`src/rtl/pca_tmb_pkg.sv`:
```
package pca_tmb_pkg;

  typedef enum logic [1:0] {
    SRC_SLOW = 2'b00,
    SRC_FAST = 2'b01,
    SRC_TMR  = 2'b10,
    SRC_PIN  = 2'b11
  } src_e;

  localparam int unsigned BYTE_W = 8;

  // positions decoded by software
  localparam int unsigned MODE_IDLE_GATE = 7;
  localparam int unsigned MODE_WDT       = 6;
  localparam int unsigned MODE_SRC_HI    = 2;
  localparam int unsigned MODE_SRC_LO    = 1;
  localparam int unsigned MODE_IRQ_EN    = 0;
  localparam int unsigned CTRL_FLAG      = 7;
  localparam int unsigned CTRL_RUN       = 6;

endpackage

```
`src/rtl/pca_prescale.sv`:
```
module pca_prescale #(
  parameter int unsigned DIV = 12
) (
  input  logic clk_i,
  input  logic rst_ni,
  input  logic halve_i,
  output logic tick_o
);
  localparam int unsigned W = (DIV > 2) ? $clog2(DIV) : 1;
  localparam logic [W-1:0] LIM_FULL = W'(DIV - 1);
  localparam logic [W-1:0] LIM_HALF = W'(DIV / 2 - 1);

  logic [W-1:0] cnt_q;
  logic [W-1:0] lim;

  assign lim    = halve_i ? LIM_HALF : LIM_FULL;
  // >= keeps the counter in range when halve_i changes mid-period
  assign tick_o = (cnt_q >= lim);

  always_ff @(posedge clk_i or negedge rst_ni) begin
    if (!rst_ni)     cnt_q <= '0;
    else if (tick_o) cnt_q <= '0;
    else             cnt_q <= cnt_q + 1'b1;
  end

endmodule

```
`src/rtl/pca_tick_gen.sv`:
```
module pca_tick_gen
  import pca_tmb_pkg::*;
#(
  parameter int unsigned DIV_SLOW    = 12,
  parameter int unsigned DIV_FAST    = 4,
  parameter int unsigned ECI_SMP_DIV = 4
) (
  input  logic clk_i,
  input  logic rst_ni,
  input  logic x2_mode_i,
  input  src_e src_i,
  input  logic t0_ovf_i,
  input  logic eci_i,
  output logic tick_o
);
  localparam int unsigned NPRE = 3;
  localparam int unsigned DIVS [NPRE] = '{DIV_SLOW, DIV_FAST, ECI_SMP_DIV};
  localparam int unsigned GAP_MIN = 2 * ECI_SMP_DIV - 1;
  localparam int unsigned GAP_W   = $clog2(GAP_MIN + 1);

  logic [NPRE-1:0] pre_tick;

  for (genvar g = 0; g < NPRE; g++) begin : g_pre
    // pin sampling strobe is never halved
    pca_prescale #(.DIV(DIVS[g])) u_pre (
      .clk_i   (clk_i),
      .rst_ni  (rst_ni),
      .halve_i ((g < 2) ? x2_mode_i : 1'b0),
      .tick_o  (pre_tick[g])
    );
  end

  logic eci_s1_q, eci_s2_q, eci_smp_q;
  logic eci_tick;

  always_ff @(posedge clk_i or negedge rst_ni) begin
    if (!rst_ni) begin
      eci_s1_q  <= 1'b1;
      eci_s2_q  <= 1'b1;
      eci_smp_q <= 1'b1;
    end else begin
      eci_s1_q <= eci_i;
      eci_s2_q <= eci_s1_q;
      if (pre_tick[2]) eci_smp_q <= eci_s2_q;
    end
  end

  // fall between two successive strobe samples
  assign eci_tick = pre_tick[2] && eci_smp_q && !eci_s2_q;

  always_comb begin
    unique case (src_i)
      SRC_SLOW: tick_o = pre_tick[0];
      SRC_FAST: tick_o = pre_tick[1];
      SRC_TMR:  tick_o = t0_ovf_i;
      default:  tick_o = eci_tick;
    endcase
  end

  // cycles since last pin event, saturating
  logic [GAP_W-1:0] gap_q;
  always_ff @(posedge clk_i or negedge rst_ni) begin
    if (!rst_ni)                     gap_q <= GAP_W'(GAP_MIN);
    else if (eci_tick)               gap_q <= '0;
    else if (gap_q != GAP_W'(GAP_MIN)) gap_q <= gap_q + 1'b1;
  end

  AST_ECI_RATE: assert property (@(posedge clk_i) disable iff (!rst_ni)
    eci_tick |-> (gap_q == GAP_W'(GAP_MIN)));

endmodule

```
`src/rtl/pca_count16.sv`:
```
module pca_count16
  import pca_tmb_pkg::*;
#(
  parameter int unsigned NBYTES = 2
) (
  input  logic                     clk_i,
  input  logic                     rst_ni,
  input  logic                     inc_i,
  input  logic [NBYTES-1:0]        ld_i,
  input  logic [BYTE_W-1:0]        ld_data_i,
  output logic [NBYTES*BYTE_W-1:0] cnt_o,
  output logic                     wrap_o
);
  localparam int unsigned W = NBYTES * BYTE_W;

  logic [W-1:0] cnt_q;
  logic         any_ld;

  assign any_ld = |ld_i;
  assign wrap_o = inc_i && !any_ld && (&cnt_q);
  assign cnt_o  = cnt_q;

  always_ff @(posedge clk_i or negedge rst_ni) begin
    if (!rst_ni) begin
      cnt_q <= '0;
    end else if (any_ld) begin
      for (int b = 0; b < NBYTES; b++)
        if (ld_i[b]) cnt_q[b*BYTE_W +: BYTE_W] <= ld_data_i;
    end else if (inc_i) begin
      cnt_q <= cnt_q + 1'b1;
    end
  end

  AST_STEP_ONE: assert property (@(posedge clk_i) disable iff (!rst_ni)
    (inc_i && !any_ld) |=> (cnt_q == $past(cnt_q) + 1'b1));
  AST_HOLD_IDLE: assert property (@(posedge clk_i) disable iff (!rst_ni)
    (!inc_i && !any_ld) |=> $stable(cnt_q));
  AST_LOAD_NO_WRAP: assert property (@(posedge clk_i) disable iff (!rst_ni)
    any_ld |-> !wrap_o);

endmodule

```
`src/rtl/pca_timebase.sv`:
```
module pca_timebase
  import pca_tmb_pkg::*;
#(
  parameter logic [7:0]  ADDR_CTRL   = 8'hD8,
  parameter logic [7:0]  ADDR_MODE   = 8'hD9,
  parameter logic [7:0]  ADDR_CNT_LO = 8'hE9,
  parameter logic [7:0]  ADDR_CNT_HI = 8'hF9,
  parameter int unsigned DIV_SLOW    = 12,
  parameter int unsigned DIV_FAST    = 4,
  parameter int unsigned ECI_SMP_DIV = 4
) (
  input  logic       clk_i,
  input  logic       rst_ni,
  input  logic       x2_mode_i,
  input  logic       idle_i,
  input  logic       t0_ovf_i,
  input  logic       eci_i,
  input  logic [7:0] sfr_addr_i,
  input  logic       sfr_we_i,
  input  logic [7:0] sfr_wdata_i,
  output logic [7:0] sfr_rdata_o,
  output logic [7:0] cnt_lo_o,
  output logic [7:0] cnt_hi_o,
  output logic       wdt_en_o,
  output logic       irq_o
);
  localparam int unsigned NBYTES = 2;

  logic idle_gate_q, wdt_q, irq_en_q, run_q, flag_q;
  src_e src_q;

  logic wr_mode, wr_ctrl, flag_clr;
  logic [NBYTES-1:0] ld;
  logic src_tick, count_en, wrap;
  logic [NBYTES*BYTE_W-1:0] cnt;

  assign wr_mode  = sfr_we_i && (sfr_addr_i == ADDR_MODE);
  assign wr_ctrl  = sfr_we_i && (sfr_addr_i == ADDR_CTRL);
  assign ld[0]    = sfr_we_i && (sfr_addr_i == ADDR_CNT_LO);
  assign ld[1]    = sfr_we_i && (sfr_addr_i == ADDR_CNT_HI);
  assign flag_clr = wr_ctrl && !sfr_wdata_i[CTRL_FLAG];

  always_ff @(posedge clk_i or negedge rst_ni) begin
    if (!rst_ni) begin
      idle_gate_q <= 1'b0;
      wdt_q       <= 1'b0;
      src_q       <= SRC_SLOW;
      irq_en_q    <= 1'b0;
    end else if (wr_mode) begin
      idle_gate_q <= sfr_wdata_i[MODE_IDLE_GATE];
      wdt_q       <= sfr_wdata_i[MODE_WDT];
      src_q       <= src_e'({sfr_wdata_i[MODE_SRC_HI], sfr_wdata_i[MODE_SRC_LO]});
      irq_en_q    <= sfr_wdata_i[MODE_IRQ_EN];
    end
  end

  always_ff @(posedge clk_i or negedge rst_ni) begin
    if (!rst_ni) begin
      run_q  <= 1'b0;
      flag_q <= 1'b0;
    end else begin
      if (wr_ctrl) run_q <= sfr_wdata_i[CTRL_RUN];
      // a wrap beats a clearing write
      if (wrap)          flag_q <= 1'b1;
      else if (flag_clr) flag_q <= 1'b0;
    end
  end

  pca_tick_gen #(
    .DIV_SLOW    (DIV_SLOW),
    .DIV_FAST    (DIV_FAST),
    .ECI_SMP_DIV (ECI_SMP_DIV)
  ) u_tick (
    .clk_i     (clk_i),
    .rst_ni    (rst_ni),
    .x2_mode_i (x2_mode_i),
    .src_i     (src_q),
    .t0_ovf_i  (t0_ovf_i),
    .eci_i     (eci_i),
    .tick_o    (src_tick)
  );

  assign count_en = run_q && src_tick && !(idle_gate_q && idle_i);

  pca_count16 #(.NBYTES(NBYTES)) u_cnt (
    .clk_i     (clk_i),
    .rst_ni    (rst_ni),
    .inc_i     (count_en),
    .ld_i      (ld),
    .ld_data_i (sfr_wdata_i),
    .cnt_o     (cnt),
    .wrap_o    (wrap)
  );

  assign cnt_lo_o = cnt[BYTE_W-1:0];
  assign cnt_hi_o = cnt[2*BYTE_W-1:BYTE_W];
  assign wdt_en_o = wdt_q;
  assign irq_o    = flag_q && irq_en_q;

  always_comb begin
    sfr_rdata_o = '0;
    if (sfr_addr_i == ADDR_MODE) begin
      sfr_rdata_o[MODE_IDLE_GATE] = idle_gate_q;
      sfr_rdata_o[MODE_WDT]       = wdt_q;
      sfr_rdata_o[MODE_SRC_HI]    = src_q[1];
      sfr_rdata_o[MODE_SRC_LO]    = src_q[0];
      sfr_rdata_o[MODE_IRQ_EN]    = irq_en_q;
    end else if (sfr_addr_i == ADDR_CTRL) begin
      sfr_rdata_o[CTRL_FLAG] = flag_q;
      sfr_rdata_o[CTRL_RUN]  = run_q;
    end else if (sfr_addr_i == ADDR_CNT_LO) begin
      sfr_rdata_o = cnt_lo_o;
    end else if (sfr_addr_i == ADDR_CNT_HI) begin
      sfr_rdata_o = cnt_hi_o;
    end
  end

  AST_FLAG_ON_WRAP: assert property (@(posedge clk_i) disable iff (!rst_ni)
    wrap |=> flag_q);
  AST_FLAG_STICKY: assert property (@(posedge clk_i) disable iff (!rst_ni)
    (flag_q && !flag_clr) |=> flag_q);
  AST_IRQ_MASKED: assert property (@(posedge clk_i) disable iff (!rst_ni)
    !irq_en_q |-> !irq_o);
  AST_IDLE_FREEZE: assert property (@(posedge clk_i) disable iff (!rst_ni)
    (idle_gate_q && idle_i && !(|ld)) |=> $stable(cnt));
  AST_STOPPED: assert property (@(posedge clk_i) disable iff (!rst_ni)
    (!run_q && !(|ld)) |=> $stable(cnt));
  AST_RSV_ZERO: assert property (@(posedge clk_i) disable iff (!rst_ni)
    (sfr_addr_i == ADDR_MODE) |-> (sfr_rdata_o[5:3] == 3'b000));

endmodule

```
`config.mk`:
```
export PLATFORM = sky130hd
export DESIGN_NAME = pca_timebase
export DESIGN_NICKNAME = d
export VERILOG_FILES = /design/src/rtl/pca_tmb_pkg.sv /design/src/rtl/pca_prescale.sv /design/src/rtl/pca_tick_gen.sv /design/src/rtl/pca_count16.sv /design/src/rtl/pca_timebase.sv
export SDC_FILE = /design/constraint.sdc
export NUM_CORES = 1
export LEC_CHECK = 0
export BUFFER_PORTS_ARGS = -buffer_cell sky130_fd_sc_hd__buf_2
export CORE_MARGIN = 4
export CORE_UTILIZATION = 51
export DETAILED_ROUTE_END_ITERATION = 6
export GPL_ROUTABILITY_DRIVEN = 0
export PLACE_DENSITY = 0.76
export SLEW_MARGIN = 20
export SYNTH_ARGS = -nofsm -noshare
export SYNTH_HDL_FRONTEND = slang
export SYNTH_SLANG_ARGS = --single-unit
```
`constraint.sdc`:
```
create_clock -name clk_i -period 5.72 [get_ports clk_i]
set_clock_uncertainty 0.2 [all_clocks]
set_input_delay 1.43 -clock clk_i [delete_from_list [all_inputs] [get_ports clk_i]]
set_output_delay 1.43 -clock clk_i [all_outputs]
set_load 0.005 [all_outputs]
```
==> results.md <==
- Number of global-route vias before repair: 1710
- Hpwl dp: between 3000 and 4000 um
- Final slew viol count: 0
- Inserted Clock Buffers: 5
- Cell Pwr Density: 273 nW/um2
- CP Class: in2out
- Synth Area in Adders: 4.21%
- CP Cell Sequence: buf_2 > nor2b_1 > a21o_1 > a22oi_1 > nor2_1 > o21ai_0 > a21oi_1 > buf_2
- Critical path's largest stage delay: 0.35 ns
- Inst Count DP: ~320
- Hold_buf cts: 0
- DP Area: 2330 um2
- GRT busiest layer: met1
- Worst r2r path cells: 7
- DR pass1 iterations: 4
- Clock transition at path regs: 0.06 ns
- Most used cell, CP: buf_2
- H-tree depth: 2
- CTS tree: yes
- Post-synth top area share: 37.3%
- Asr flop ratio synth: 100%
- Critical Path Stages: 8
- Hold Crit Class: reg2reg
- Core area: 3800 um2
- Gate power share: 20.2%
- Met3 Use GR: 4.85%
- Setup ws final: 1.36 ns
- Avg Inst Size Synth: 9.01 um2
- Synth Instances: 231
- Switching share of power: 28.9%
- Nets: 308
- Post-cts resize count: 0
- Pin count of the biggest net entering global routing: 41
- Worst Path Max Fanout: 8
- Worst EP arrival: 2.73 ns
- Compound-cell area share of the yosys netlist: 21.0%
- Maximum capacitance violations: 0
- CTS sink count: 34
- Psw: 193 uW
- CTS Buffer Depth: 2
- Yosys cell types: 40
- Worst skew pair latency: 0.29 ns
- Yosys reg bits: 34
- Reg area: 855 um2
- Wire length per cell: about 15 um
- Status: finished clean
- Clock Power Share: 33.9%
- Post-route cell area: around 2400 um2
- Hold depth: 0
- Tmin final: 4.36 ns
- Setup bufs post-CTS: 0
- Yosys top cell by area: dfrtp_1
- Die Area: 5170 um2
- CP delay by family, top: simple AND/OR/NAND/NOR gates
- Post-synth EDFFs: 0
- Layout cells sized above 1: 27.6%
- Worst-Margin Slew: 0.756 ns
- GRT Total Usage: about a fifth
- Synthesized Nets: about 260
- Share of the clock period used by the worst path: 76.2%
- DRC viols: 0
- Vert. Die Dim: slightly above 70 um
- Initial Util: 54.8%
- Layout Utilization: 64.3%
- First-pass GRT wire length: 8250 um
- Design Power: 667 uW
- Endpoint class of the critical path: output pin
- CP Data Required Time: between 4 and 5 ns
- Port bufs: 48
- Inserted Diodes: 0
- Initial antenna violation count: 0
- Pre-CTS setup slack: 1.37 ns
- I/O pin count: 49
- Final setup fails: 0
- Met1 usage: a little under a third
- Unrepaired setup endpoints after global routing: false
- Max_slew headroom: between 40% and 50%
- Routed WL: 5010 um
- Ys Warns: 0
- Main synth FF type: dfrtp_1
- Area of the multi-input gates: around 1100 um2
- Largest family of logic cells by synthesized area: compound AO/OA/AOI/OAI gates
- DR vias: between 1500 and 2000
- Area grow syn2layout: 17.3%
- Xor/xnor share of the synthesized area: 0.841%
- Met2 GRT Util: 29.7%
- CTS Root Cell: clkbuf_8
- Post-route ant nets: 0
- Sequential share of power: 45.9%
- Hold WS: 0.156 ns
- Post-Route Setup TNS: 0 ns
- Vias per cell: 5.79
- Buf/Inv on CP: 2
- Row cnt: 22
- Sequential fraction of the synthesis area: 41.0%
- CP max-delay cell: nor2b_1
- Top cells by area, synth: dfrtp_1 37%, a21oi_1 7.9%, nor2_1 4.9%
- Post-Synth Simple-Gate Area: 19.6%
- F_max: 229 MHz
- Crit path launch type: input port
- Worst IR Drop VDD: between 200 and 250 uV
- Final hold viol count: 0
- Layout fillers: 312
- Total grt overflow: 0
- Leak pwr: 1.17 nW
- Post-synthesis mux area share: 8.83%
- Starting DRT DRC Count: around 130
- Die Width: between 70 and 80 um
- Internal power: between 400 and 500 uW
- Post-Syn Area: ~2100 um2
- Non-Filler Instances: 327
-- state kept, by name (all words and copies together), names as in the netlist --
name	flops
src_q	2
u_cnt.cnt_o	16
u_tick.eci_s2_q	1
run_q	1
u_tick.eci_smp_q	1
irq_en_q	1
wdt_en_o	1
idle_gate_q	1
flag_q	1
u_tick.g_pre.u_pre.cnt_q	8
u_tick.eci_s1_q	1
-- cell usage in the layout (no fill, tap or decap), types with 3 or more instances in the layout --
master	netlist	layout
nor2_1	27	27
dfrtp_1	31	31
mux2i_1	6	6
a31oi_1	4	4
buf_2	3	48
nand2_1	22	22
nor3_1	3	3
o21ai_0	15	15
mux2_2	7	7
o22ai_1	7	7
a21oi_1	33	33
inv_1	10	10
a22oi_1	3	3
nand2b_1	3	3
clkbuf_8	0	6
ha_1	7	7
dfstp_2	3	3
nand3_1	13	13
-- cells in the mapped netlist, drive strengths merged (5+ instances only) --
master,count
o22ai,7
a21oi,35
ha,7
o21ai,17
inv,10
mux2,7
mux2i,8
nand3,14
dfrtp,31
a31oi,5
nand2,22
nor2,27
buf,6
-- power by group through the flow --
stage	registers (mW)	logic (mW)	clock network, mW
3_3_place_gp	0.309	0.127	0
4_1_cts	0.306	0.136	0.229
3_5_place_dp	0.310	0.135	0
2_1_floorplan	0.302	0.0936	0
5_1_grt	0.310	0.156	0.242
6_report	0.306	0.134	0.226
-- cell type report --
type,count,share of cell area (%)
clock buffer,7,3.53
clock inverter,1,1.23
inverter,10,1.54
multi-input combinational,179,46.4
sequential,34,35.0
tap,48,2.46
timing repair buffer,48,9.84
-- final timing paths --
check / startpoint / end / slack [ns]
max in group asynchronous: rst_ni / u_cnt.cnt_o[7] / 3.82
min in group asynchronous: rst_ni / u_tick.g_pre[0].u_pre.cnt_q[3] / 1.01
max: sfr_addr_i[5] / sfr_rdata_o[7] / 1.36
max reg2reg: u_tick.g_pre[0].u_pre.cnt_q[1] / u_cnt.cnt_o[13] / 3.28
min reg2reg: u_tick.eci_s1_q / u_tick.eci_s2_q / 0.16
min: u_tick.eci_s1_q / u_tick.eci_s2_q / 0.16
-- cells by family (layout without fill, tap and decap cells) --
family	count (synthesis)	after routing
DFF	34	34
and+or+nand+nor	81	81
AOI/OAI and AO/OA	74	74
buffers and inverters	18	66
muxes	15	15
adders and majority gates	7	7
xor gates and xnor gates	2	2
-- per-layer routing --
| layer | routed length [um] | share of wire [%] |
|---|---|---|
| met1 | 2300 | 46 |
| met2 | 2270 | 45 |
| met3 | 377 | 7.5 |
| met4 | 58 | 1.2 |
| met5 | 0 | 0 |
Note: power is estimated with default switching activity, not from simulation.
